**src/rtl/soft_mute_pkg.sv**
```systemverilog
package soft_mute_pkg;
  typedef enum logic {
    RAMP_UP   = 1'b0,
    RAMP_DOWN = 1'b1
  } ramp_dir_e;
endpackage

```
**src/rtl/smr_rst_filter.sv**
```systemverilog
module smr_rst_filter #(
  parameter int RST_MIN = 5
) (
  input  logic clk_i,
  input  logic rst_ni,
  output logic rst_act_o
);
  logic [RST_MIN-1:0] hist_q;

  always_ff @(posedge clk_i) begin
    hist_q <= {hist_q[RST_MIN-2:0], rst_ni};
  end

  // reset only after RST_MIN consecutive low samples
  assign rst_act_o = ~|hist_q;
endmodule

```
**src/rtl/smr_gain_ramp.sv**
```systemverilog
module smr_gain_ramp
  import soft_mute_pkg::*;
#(
  parameter int CNT_W = 12
) (
  input  logic           clk_i,
  input  logic           rst_act_i,
  input  logic           stb_i,
  input  ramp_dir_e      dir_i,
  output logic [CNT_W:0] gain_o
);
  localparam int GAIN_W = CNT_W + 1;
  localparam logic [GAIN_W-1:0] GAIN_MAX = GAIN_W'(1) << CNT_W;

  logic [GAIN_W-1:0] gain_q;

  always_ff @(posedge clk_i) begin
    if (rst_act_i) begin
      gain_q <= '0;
    end else if (stb_i) begin
      unique case (dir_i)
        RAMP_UP:   if (gain_q != GAIN_MAX) gain_q <= gain_q + 1'b1;
        RAMP_DOWN: if (gain_q != '0)       gain_q <= gain_q - 1'b1;
        default:   gain_q <= gain_q;
      endcase
    end
  end

  assign gain_o = gain_q;
endmodule

```
**src/rtl/smr_scaler.sv**
```systemverilog
module smr_scaler #(
  parameter int DATA_W = 24,
  parameter int CNT_W  = 12
) (
  input  logic                     clk_i,
  input  logic                     rst_act_i,
  input  logic                     stb_i,
  input  logic signed [DATA_W-1:0] data_i,
  input  logic        [CNT_W:0]    gain_i,
  output logic signed [DATA_W-1:0] data_o,
  output logic                     valid_o
);
  localparam int PROD_W = DATA_W + CNT_W + 2;
  localparam logic signed [PROD_W-1:0] RND_BIAS = PROD_W'((64'd1 << CNT_W) - 64'd1);

  logic signed [PROD_W-1:0] prod;
  logic signed [PROD_W-1:0] biased;
  logic signed [PROD_W-1:0] shifted;

  always_comb begin
    prod    = PROD_W'(data_i) * $signed({1'b0, gain_i});
    // bias negatives so the arithmetic shift truncates toward zero
    biased  = prod[PROD_W-1] ? prod + RND_BIAS : prod;
    shifted = biased >>> CNT_W;
  end

  always_ff @(posedge clk_i) begin
    if (rst_act_i) begin
      data_o  <= '0;
      valid_o <= 1'b0;
    end else begin
      valid_o <= stb_i;
      if (stb_i) data_o <= shifted[DATA_W-1:0];
    end
  end
endmodule

```
**src/rtl/smr_status.sv**
```systemverilog
module smr_status (
  input  logic clk_i,
  input  logic rst_act_i,
  input  logic rate_chg_i,
  input  logic settle_done_i,
  output logic mute_stat_o
);
  always_ff @(posedge clk_i) begin
    if (rst_act_i)          mute_stat_o <= 1'b1;
    else if (rate_chg_i)    mute_stat_o <= 1'b1;
    else if (settle_done_i) mute_stat_o <= 1'b0;
  end
endmodule

```
**src/rtl/soft_mute_ramp.sv**
```systemverilog
module soft_mute_ramp
  import soft_mute_pkg::*;
#(
  parameter int DATA_W  = 24,
  parameter int CNT_W   = 12,
  parameter int RST_MIN = 5
) (
  input  logic                     clk_i,
  input  logic                     rst_ni,
  input  logic                     stb_i,
  input  logic                     mute_i,
  input  logic                     rate_chg_i,
  input  logic                     settle_done_i,
  input  logic signed [DATA_W-1:0] data_i,
  output logic signed [DATA_W-1:0] data_o,
  output logic                     valid_o,
  output logic                     mute_stat_o
);
  logic           rst_act;
  logic [CNT_W:0] gain;
  ramp_dir_e      dir;

  assign dir = mute_i ? RAMP_DOWN : RAMP_UP;

  smr_rst_filter #(.RST_MIN(RST_MIN)) u_rst (
    .clk_i     (clk_i),
    .rst_ni    (rst_ni),
    .rst_act_o (rst_act)
  );

  smr_gain_ramp #(.CNT_W(CNT_W)) u_ramp (
    .clk_i     (clk_i),
    .rst_act_i (rst_act),
    .stb_i     (stb_i),
    .dir_i     (dir),
    .gain_o    (gain)
  );

  smr_scaler #(.DATA_W(DATA_W), .CNT_W(CNT_W)) u_scale (
    .clk_i     (clk_i),
    .rst_act_i (rst_act),
    .stb_i     (stb_i),
    .data_i    (data_i),
    .gain_i    (gain),
    .data_o    (data_o),
    .valid_o   (valid_o)
  );

  smr_status u_stat (
    .clk_i         (clk_i),
    .rst_act_i     (rst_act),
    .rate_chg_i    (rate_chg_i),
    .settle_done_i (settle_done_i),
    .mute_stat_o   (mute_stat_o)
  );
endmodule

```
**config.mk**
```make
export PLATFORM = sky130hd
export DESIGN_NAME = soft_mute_ramp
export DESIGN_NICKNAME = d
export VERILOG_FILES = /design/src/rtl/soft_mute_pkg.sv /design/src/rtl/smr_rst_filter.sv /design/src/rtl/smr_gain_ramp.sv /design/src/rtl/smr_scaler.sv /design/src/rtl/smr_status.sv /design/src/rtl/soft_mute_ramp.sv
export SDC_FILE = /design/constraint.sdc
export NUM_CORES = 1
export LEC_CHECK = 0
export BUFFER_PORTS_ARGS = -buffer_cell sky130_fd_sc_hd__buf_4
export CAP_MARGIN = 20
export CORE_MARGIN = 3
export CORE_UTILIZATION = 41
export DETAILED_ROUTE_END_ITERATION = 8
export SLEW_MARGIN = 5
export SYNTH_ARGS = -nofsm -noshare
export SYNTH_HDL_FRONTEND = slang
export SYNTH_SLANG_ARGS = --single-unit
```
**constraint.sdc**
```tcl
create_clock -name clk_i -period 12.6 [get_ports clk_i]
set_input_delay 1.26 -clock clk_i [delete_from_list [all_inputs] [get_ports clk_i]]
set_output_delay 1.26 -clock clk_i [all_outputs]
set_load 0.02 [all_outputs]
```
==> impl_metrics.env <==
export IMPL_layout_drive_gt1_share_pct=5.83
export IMPL_vias_per_cell=5.02
export IMPL_nets=2018
export IMPL_cts_max_path_buffers=2
export IMPL_postSynthCellCount=1602
export IMPL_critPathLaunchType="input pin"
export IMPL_die_area_sq_um=36100
export IMPL_hold_violations=0
export IMPL_setup_ws_ns=4.00
export IMPL_netlist_area_sq_um=13900
export IMPL_routabilityCongestion=0.886
export IMPL_cp_required_ns=12.80
export IMPL_grt_busiest_layer="met2"
export IMPL_cts_sinks=44
export IMPL_cts_max_level=2
export IMPL_met3_usage_pct=1.31
export IMPL_cts_root_buf="clkbuf_16"
export IMPL_ys_types=67
export IMPL_cts_buffers=5
export IMPL_worst_pin_slew_ns=1.09
export IMPL_drtAntennaViolNets=0
export IMPL_ys_ff_latch=44
export IMPL_initial_core_util_pct=42.2
export IMPL_diodes=0
export IMPL_track_usage_pct=19.5
export IMPL_layout_common_cells="inv_1 (345), fa_1 (291), nand2_1 (200), and2_1 (150), ha_1 (101)"
export IMPL_gr_usage_met2_pct=36.3
export IMPL_finalSetupViolCount=0
export IMPL_status="finished clean"
export IMPL_synth_ff_type="dfxtp_1"
export IMPL_grt_max_degree=47
export IMPL_rsz0062_at_grt="false"
export IMPL_rows=66
export IMPL_grt_pass1_vias=11500
export IMPL_final_core_util_pct=44.9
export IMPL_hold_buffers=0
export IMPL_post_route_period_util_pct=68.3
export IMPL_worstHoldPathType="flip-flop to flip-flop"
export IMPL_ctsResizeCount=0
export IMPL_ioPinCount=56
export IMPL_async_flop_share_pct=0
export IMPL_die_w_um=190
export IMPL_path_max_fanout=13
export IMPL_synth_edff_count=0
export IMPL_met1_usage_pct=24.9
export IMPL_fp_dieH_um=190
export IMPL_clk_pin_slew_worst_paths_ns=0.07
export IMPL_fmax_ghz=0.116
export IMPL_num_vias=10200
export IMPL_end_kind="flip-flop"
export IMPL_dp_hpwl_um=26400
export IMPL_drt_first_iter_violations=468
export IMPL_coreArea_sq_um=32900
export IMPL_dp_slack_ns=3.73
export IMPL_min_period_ns=8.60
export IMPL_tns_ns=0
export IMPL_synth_nets=2024
export IMPL_drc=0
export IMPL_first_pass_iters=5
export IMPL_final_common_cell="inv_1"
export IMPL_clk_latency_ns=0.28
export IMPL_antenna_found_initial=0
export IMPL_post_cts_buffers=0
export IMPL_critPathArrivalTime_ns=8.80
export IMPL_synth_avg_cell_area_sq_um=8.67
export IMPL_crit_type="input pin to flip-flop"
export IMPL_drt_total_wl_um=32800
export IMPL_drv_slew=0
export IMPL_ys_seq_area_share_pct=6.34
export IMPL_grt_pass1_wl_um=57200
export IMPL_yosysWarningCount=0
export IMPL_avgRoutedWirePerCell_um=16.1
export IMPL_maxCapViolations=0
export IMPL_port_buffers=55
export IMPL_cts_tree="done"
export IMPL_grt_overflow=0
export IMPL_slew_headroom_pct=27.3
export IMPL_syn_to_final_growth_pct=6.34
export IMPL_skew_ns=0.00648
==> sequential cells by signal (all words and copies together), names as in the netlist <==
| name | flops |
|---|---|
| u_scale.valid_o | 1 |
| u_scale.data_o | 24 |
| u_rst.hist_q | 5 |
| u_ramp.gain_o | 13 |
| u_stat.mute_stat_o | 1 |
==> stage by stage <==
step | cell area (sq um) | hold WS, ns | cells
6_report | 14800 | 0.352 | 2038
5_1_grt | 14800 | 0.366 | 2038
4_1_cts | 14800 | 0.354 | 2038
3_5_place_dp | 14600 | 0.340 | 2031
3_3_place_gp | 14600 | 0.328 | 2030
2_1_floorplan | 13900 | 0.323 | 1602
==> synthesized netlist by cell type, drive strengths merged (10+ instances only) <==
master / number / area (sq um)
nand4: 10 / 77.6
fa: 291 / 5830
nand3: 14 / 70.1
ha: 101 / 1260
a21oi: 40 / 208
xnor2: 50 / 438
o21ai: 19 / 95.1
nor2: 76 / 288
inv: 345 / 1290
a211oi: 25 / 188
xor2: 21 / 184
nand2: 200 / 751
mux2i: 11 / 110
a21o: 16 / 120
clkbuf: 72 / 270
nor3: 18 / 90.1
and2: 150 / 938
dfxtp: 44 / 881
==> final timing paths <==
| path | startpoint | endpoint | slack (ns) | cells after the start |
|---|---|---|---|---|
| worst max register to register | u_ramp.gain_o[5] | u_scale.data_o[22] | 4.39 | 26 |
| worst min register to register | u_rst.hist_q[0] | u_rst.hist_q[1] | 0.35 | 0 |
| worst min-delay path | u_rst.hist_q[0] | u_rst.hist_q[1] | 0.35 | 0 |
| worst max-delay path | data_i[7] | u_scale.data_o[22] | 4.00 | 27 |
==> cells by family after synthesis <==
family          after synthesis  synth area share, %
flops                        44                 6.34
buf+inv                     426                 11.7
fa+ha+maj                   392                 51.0
compound gates              152                 7.60
simple gates                506                 18.1
mux                          11                0.792
xor+xnor                     71                 4.47
==> metal layers <==
metal,share of wire (%),vias up
li1,-,4831
met1,43,5171
met2,52,188
met3,3.2,45
met4,2.0,0
met5,0,-
==> final cells by class <==
type / instances / area [sq um]
multi-input combinational: 1132 / 11400
clock inverter: 2 / 12.5
inverter: 345 / 1290
sequential: 44 / 881
tap: 442 / 553
fill: 3312 / 18200
clock buffer: 5 / 125
timing repair buffer: 68 / 518
==> critical path: stages <==
cell and delay (ns):
buf_4 0.17, and2_1 0.19, fa_1 0.53, inv_1 0.05
fa_1 0.53, inv_1 0.05, fa_1 0.51, inv_1 0.05
fa_1 0.47, inv_1 0.06, fa_1 0.53, inv_1 0.06
fa_1 0.52, inv_1 0.04, ha_1 0.41, and4_1 0.26
and4bb_1 0.20, nor3_1 0.39, o221a_2 0.30, xnor2_1 0.16
nand4_1 0.13, or4_1 0.67, nor4_4 0.44, nand4_4 0.20
nor4_1 0.28, xnor2_1 0.11, a211oi_1 0.22
Power is not shown: default switching activity piles up to over one toggle a cycle in this logic, so the estimate is an artifact.
